## config.mk

```make
export PLATFORM = sky130hd
export DESIGN_NAME = nib_branch_unit
export DESIGN_NICKNAME = d
export VERILOG_FILES = /design/src/rtl/nib_branch_unit.sv
export SDC_FILE = /design/constraint.sdc
export NUM_CORES = 1
export LEC_CHECK = 0
export ABC_AREA = 1
export BUFFER_PORTS_ARGS = -buffer_cell sky130_fd_sc_hd__clkbuf_2
export CELL_PAD_IN_SITES_DETAIL_PLACEMENT = 0
export CELL_PAD_IN_SITES_GLOBAL_PLACEMENT = 1
export CORE_ASPECT_RATIO = 2
export CORE_MARGIN = 5
export CORE_UTILIZATION = 37
export CTS_BUF_LIST = sky130_fd_sc_hd__clkbuf_16
export DETAILED_ROUTE_END_ITERATION = 10
export GPL_TIMING_DRIVEN = 1
export HOLD_SLACK_MARGIN = 0.08
export PLACE_DENSITY = 0.76
export SYNTH_ARGS = -nofsm -noshare
export SYNTH_HDL_FRONTEND = slang
export SYNTH_SLANG_ARGS = --single-unit
```

## constraint.sdc

```tcl
create_clock -name clk -period 3.5 [get_ports clk]
set_clock_uncertainty 0.15 [all_clocks]
set_input_delay 0.35 -clock clk [delete_from_list [all_inputs] [get_ports clk]]
set_output_delay 0.35 -clock clk [all_outputs]
set_load 0.02 [all_outputs]
```

## src/rtl/nib_branch_unit.sv

```systemverilog
module nib_branch_unit #(
  parameter int NW    = 4,
  parameter int AW    = 12,
  parameter int DEPTH = 3
) (
  input  logic            clk,
  input  logic            rst_n,
  input  logic            step,
  input  logic [2:0]      op,
  input  logic [NW-1:0]   opa,
  input  logic [2*NW-1:0] imm,
  input  logic            acc_zero,
  input  logic            carry,
  input  logic            test_in,
  input  logic [2*NW-1:0] pair_val,
  input  logic [NW-1:0]   idx_val,
  output logic [AW-1:0]   pc,
  output logic            acc_load,
  output logic [NW-1:0]   acc_data,
  output logic            idx_wr,
  output logic [NW-1:0]   idx_data
);
  localparam int PW   = AW - 2*NW;
  localparam int PTRW = (DEPTH > 1) ? $clog2(DEPTH) : 1;
  localparam logic [2:0] OP_SEQ1 = 3'd0, OP_SEQ2 = 3'd1, OP_JUMP = 3'd2,
                         OP_CALL = 3'd3, OP_RET  = 3'd4, OP_COND = 3'd5,
                         OP_ISZ  = 3'd6, OP_IND  = 3'd7;

  logic [AW-1:0]   stk [DEPTH];
  logic [PTRW-1:0] sp, sp_up, sp_dn;
  logic [AW-1:0]   pc_p1, pc_p2, pc_nx;
  logic [PW-1:0]   page;
  logic            cond_hit;

  assign pc_p1 = pc + AW'(1);
  assign pc_p2 = pc + AW'(2);
  assign page  = pc_p1[AW-1 -: PW];
  assign sp_up = (sp == PTRW'(DEPTH-1)) ? '0 : sp + 1'b1;
  assign sp_dn = (sp == '0) ? PTRW'(DEPTH-1) : sp - 1'b1;

  assign cond_hit = opa[3] ^ ((opa[2] & acc_zero) | (opa[1] & carry) | (opa[0] & ~test_in));

  assign idx_data = idx_val + NW'(1);
  assign idx_wr   = step && (op == OP_ISZ);
  assign acc_data = opa;
  assign acc_load = step && (op == OP_RET);

  always_comb begin
    case (op)
      OP_SEQ1: pc_nx = pc_p1;
      OP_SEQ2: pc_nx = pc_p2;
      OP_JUMP,
      OP_CALL: pc_nx = {opa, imm};
      OP_RET:  pc_nx = stk[sp_dn];
      OP_COND: pc_nx = cond_hit ? {page, imm} : pc_p2;
      OP_ISZ:  pc_nx = (idx_data != '0) ? {page, imm} : pc_p2;
      default: pc_nx = {page, pair_val};
    endcase
  end

  always_ff @(posedge clk) begin
    if (!rst_n) begin
      pc <= '0;
      sp <= '0;
      for (int i = 0; i < DEPTH; i++) stk[i] <= '0;
    end else if (step) begin
      pc <= pc_nx;
      if (op == OP_CALL) begin
        stk[sp] <= pc_p2;
        sp      <= sp_up;
      end else if (op == OP_RET) begin
        sp <= sp_dn;
      end
    end
  end
endmodule

```

==> run metrics, run 1 <==
Max-slew headroom=0.394; Finished Cell Area=0.00434 mm^2; Synth Register Bits=62; Tightest Pin Transition=a little over 0.9 ns; hold-fix buffers at CTS=0; highest metal used=met4; Rows=51; Die Ht=about 150 um; Yosys cell types=33; Post-Route WL=10200 um; Critical Path End Type=flip-flop; DR iter-0 viols=230; Post-Place Cell Area=between 0.004 and 0.005 mm^2; worst skew pair latency=0.33 ns; Initial Utilization=0.378; hold path cells=4; Synth Area per Inst=around 7.6 um^2; max-cap violations=0; Ports=55; Ys Warns=0; total power=about 2100 uW; Synthesized Nets=approximately 530; RSZ-0062 raised after global routing=no; DRC=0; commonest non-fill, non-tap cell in the layout=nand2_1; most frequent cells in the layout=nand2_1, nor2_1, clkbuf_2; vias in the first global route=roughly 3300; gpl congestion=between 0.8 and 0.9; CTS max path bufs=2; startpoint types=flip-flop; Seq/Total Area, Yosys=0.467; CTS tree=yes; pin count of the biggest net entering global routing=29; Arr. time, crit path=2.48 ns; metal3 WL=roughly 370 um; Setup violations, final=0; Post-DRT Antenna Nets=0; core area=0.00976 mm^2; Vias/cell=between 4 and 5; ANT cells=0; via total after detailed routing=3300; Final Hold Fails=0; Resized cells post-CTS=0; maximum VDD drop=between 200 and 300 uV; Power Dens Cells=485 mW/mm^2; Port Buf Inserts=54; Worst Path Required=between 3 and 4 ns; status=complete, no violations; wire length on met1=just under 4000 um; final core utilization=0.444; clock transition at the registers of the reported paths=roughly 0.050 ns; die width=between 80 and 90 um; fillers=approximately 1000; H-tree depth=3; layout cells sized above 1=0.160; Syn-to-layout area delta=17.6%; Initial DRT Pass Iterations=5; Final TNS setup=0 ns; nets@finish=between 500 and 600; Final period util=0.680; leakage=0.00192 uW; max-slew violations=0; Hold Crit Class=primary input to flip-flop; TritonCTS Buffers=9; Post-Syn Area=0.00369 mm^2; Fmax=420 MHz; setup bufs post-CTS=0; drt wl/cell=~15 um; Finished Layout Cells=664; grt total ovfl=0; minimum clock period=2.38 ns; Root Driver=clkbuf_16; Sinks on Clock Net=between 60 and 70; global-route wire length before repair=~17000 um; Total GRT Usage=0.181; die footprint=0.0122 mm^2; Mapped Cells=slightly below 500; critical path type=flip-flop to flip-flop; worst-path maximum fanout=15; met2 WL=5570 um; DP Wirelength=7890 um; Worst Reg2Reg Path Length in Cells=11; initial antenna violation count=0; placed cells=about 650
[worst max-delay path: stages (launching register included)]
cell	delay (ns)
dfxtp_1	0.40
inv_1	0.09
ha_1	0.47
inv_1	0.44
o21ai_0	0.15
o21ai_0	0.18
nand2_1	0.08
nand2_1	0.07
nor2_1	0.04
nand3_1	0.08
nand2_1	0.05
a21oi_1	0.11
[flip-flops by register name (all words and copies together), names as in the netlist]
name	cells
sp	2
stk	48
pc	12
[where the power goes]
part           internal [uW]  leakage (uW)  switching (uW)
clock network            685      0.000173             304
logic                   84.2       0.00115             182
registers                820      0.000591            25.6
total                   1590       0.00192             511
[final timing paths]
kind / slack, ns / end / startpoint
max reg2reg: 1.12 / pc[7]$_SDFFE_PN0P_ / sp[0]$_SDFFE_PN0P_
min: 0.19 / pc[10]$_SDFFE_PN0P_ / step
max: 1.12 / pc[7]$_SDFFE_PN0P_ / sp[0]$_SDFFE_PN0P_
min reg2reg: 0.39 / pc[7]$_SDFFE_PN0P_ / pc[7]$_SDFFE_PN0P_
[cells in the mapped netlist (all sizes together)]
master    n  area (um^2)
nor2     84          323
a211oi    1         7.51
or2       1         6.26
dfxtp    14          280
inv      50          188
xor2      8         70.1
ha        9          113
o21bai    1         7.51
nand3    46          240
edfxtp   48         1440
nand3b    1         7.51
nand2   137          524
a21oi    24          124
and3      1         6.26
and2      1         6.26
nand4     4         25.0
buf      18          110
a31oi     3         18.8
xnor2     1         16.3
clkbuf    4         15.0
o21ai    21          109
o211ai    1         7.51
nor3      5         41.3
[per-layer routing]
layer,up-vias,track usage
li1,1653,-
met1,1533,0.199
met2,92,0.330
met3,22,0.0274
met4,0,0.0863
met5,-,0
[metrics by stage]
stage          hold WS [ns]  setup WS (ns)
3_3_place_gp          0.372          0.945
3_5_place_dp          0.374          0.924
4_1_cts               0.173           1.09
6_report              0.191           1.12
2_1_floorplan         0.338           1.55
5_1_grt               0.220          0.821
[area by class of cell]
| class | count | area [um^2] | area share |
|---|---|---|---|
| Tap cell | 132 | 165 | 0.0381 |
| Clock buffer | 9 | 225 | 0.0519 |
| Timing Repair Buffer | 55 | 278 | 0.0641 |
| Clock inverter | 7 | 106 | 0.0245 |
| Inverter | 50 | 188 | 0.0433 |
| Multi-Input combinational cell | 349 | 1650 | 0.381 |
| Sequential cell | 62 | 1720 | 0.397 |
[cell families after synthesis]
group / count (synthesis) / synth area share
xor gates and xnor gates: 9 / 0.0234
adders and majority gates: 9 / 0.0305
and+or+nand+nor: 280 / 0.320
AOI/OAI and AO/OA: 51 / 0.0743
DFF: 62 / 0.467
buffers and inverters: 72 / 0.0848
(Power assumes the default switching activity.)
==> inputs of run 2 (changes only) <==
- PLACE_DENSITY: 0.76 -> 0.79
- clock period: 3.5 -> 2 ns (I/O delays scaled with it)
==> run metrics, run 2 (synthesized netlist as in run 1, its figures left out) <==
CTS max path bufs=2 (unchanged); Hold Crit Start=pair_val[2]; max-cap violations=0 (unchanged); Final period util=0.969; max-slew violations=0 (unchanged); Root Driver=clkbuf_16; Final TNS setup=0 ns (unchanged); hold slack=0.0838 ns (-0.107 ns); via total after detailed routing=3359 (+1.8%); Pint=2730 uW (+72%); crit-path most repeated cell=clkbuf_2; Ports=55 (unchanged); Final Hold Fails=0 (unchanged); Worst Reg2Reg Path Length in Cells=11 (unchanged); largest register by flop count=stk; Sinks on Clock Net=62 (unchanged); pin count of the biggest net entering global routing=25 (-14%); Post-Route WL=10400 um (+1.8%); Switching Fraction=0.257 (+0.0141); final core utilization=0.478 (+0.0340); top flop regs=stk (48), pc (12), sp (2); startpoint types=primary input; ANT cells=0 (unchanged); status=complete, no violations; Critical Path End Type=primary output; gpl congestion=0.916 (+5.4%); Syn-to-layout area delta=26.6%; TritonCTS Buffers=9 (unchanged); vias in the first global route=3367 (+1.1%); Initial Utilization=0.378 (unchanged); Total GRT Usage=0.179 (-0.00121); Tightest Pin Transition=0.348 ns (-0.561 ns); Fmax=around 520 MHz; Die Ht=151 um (unchanged); clock transition at the registers of the reported paths=0.05 ns (about the same); sequential share of power=0.399 (-0.004); commonest non-fill, non-tap cell in the layout=nand2_1; pre-CTS WS=0.0500 ns (-0.874 ns); Setup violations, final=0 (unchanged); initial antenna violation count=0 (unchanged); Rows=51 (unchanged); Worst Path Required=1.65 ns (-1.95 ns); most frequent cells in the layout=nand2_1, nor2_1, clkbuf_2; hold path cells=5 (+1); worst skew pair latency=0.33 ns (about the same); DRC=0 (unchanged); Initial DRT Pass Iterations=5 (unchanged); R2R Setup Slk=0.09 ns (-1.03 ns); Crit-path slowest cell=dlygate4sd3_1; drt wl/cell=15.0 um (-2.6%); Reg-to-Reg Start=sp[1]$_SDFFE_PN0P_; Hold Crit Class=primary input to flip-flop; Largest register FFs=48 (unchanged); nets@finish=599 (+5.3%); DR iter-0 viols=254 (+10%); reg2reg end=pc[5]$_SDFFE_PN0P_; minimum clock period=1.94 ns; crit path cell chain=dlygate4sd3_1, clkbuf_2, inv_1, buf_4, nor3_1, clkbuf_2; global-route wire length before repair=16400 um (-0.88%); Psw=947 uW (+85%); Arr. time, crit path=1.59 ns (-0.89 ns); leakage=0.00207 uW (+7.6%); layout cells sized above 1=0.205 (+0.0449); worst hold endpoint=pc[2]$_SDFFE_PN0P_; Max stage delay on crit path=0.52 ns (+0.05 ns); maximum VDD drop=442 uV (+58%); H-tree depth=3 (unchanged); DP Wirelength=7850 um (-0.52%); die width=80.6 um (unchanged); Vias/cell=4.84 (-2.6%); critical path type=primary input to primary output; die footprint=0.0122 mm^2 (unchanged); worst-path maximum fanout=24 (+9); CTS tree=yes; core area=0.00976 mm^2 (unchanged); Power Dens Cells=789 mW/mm^2 (+63%); combinational share of power=0.148 (+0.021); Setup WS post-layout=0.0629 ns (-1.06 ns); Port Buf Inserts=54 (unchanged); Clk pwr share=0.453 (-0.018); Post-DRT Antenna Nets=0 (unchanged); grt total ovfl=0 (unchanged); Max-slew headroom=0.768 (+0.374)
run 2: metrics by stage:
step | power (uW) | cells | instance area, um^2
after floorplan | 1820 | 483 | 3690
after global placement | 2020 | 670 | 4250
after detailed placement | 2020 | 670 | 4250
after CTS | 3710 | 694 | 4650
after global routing | 3850 | 694 | 4670
final | 3680 | 694 | 4670
run 2: repair_timing:
item | 4_1_cts | 5_1_grt
buffers inserted | 0 | 0
hold endpoints to repair | 10 | 0
gates resized for setup | 0 | 8
hold buffers | 8 | 0
setup endpoints to repair | 0 | 10
run 2: power groups by stage:
stage	logic, uW	clock network (uW)	registers, uW
floorplan	310	0	1510
global placement	524	0	1490
detailed placement	529	0	1500
CTS	543	1700	1470
global route	602	1770	1470
finish	545	1670	1470
run 2: worst max-delay path by stage:
stage                         endpoint               start  slack [ns]  depth (start not counted)
4_1_cts             pc[2]$_SDFFE_PN0P_  sp[1]$_SDFFE_PN0P_        0.03                         10
6_report                        idx_wr                step        0.06                          6
2_1_floorplan  stk[2][0]$_SDFFCE_PN0P_  sp[0]$_SDFFE_PN0P_        0.05                          7
3_3_place_gp       pc[10]$_SDFFE_PN0P_  pc[1]$_SDFFE_PN0P_        0.11                         10
5_1_grt             pc[5]$_SDFFE_PN0P_  sp[1]$_SDFFE_PN0P_     -0.0009                         11
3_5_place_dp        pc[2]$_SDFFE_PN0P_  sp[1]$_SDFFE_PN0P_        0.05                         10
run 2: final cells by class:
cell class	count	area, um^2
Multi-Input combinational cell	349	1670
Fill cell	957	5090
Clock buffer	9	225
Timing Repair Buffer	85	598
Sequential cell	62	1720
Tap cell	132	165
Inverter	50	188
Clock inverter	7	97.6
run 2: per-layer routing:
layer | vias up | global-route usage | wire length, um
met5 | - | 0 | 0
met4 | 0 | 0.0787 | 161
met3 | 10 | 0.0262 | 455
met2 | 94 | 0.336 | 5860
met1 | 1547 | 0.194 | 3910
li1 | 1708 | - | -
run 2: critical path: cells and delay by family:
kind | cells | cell delay, ns
AND/OR/NAND/NOR | 1 | 0.20
buffers and inverters | 5 | 1.19
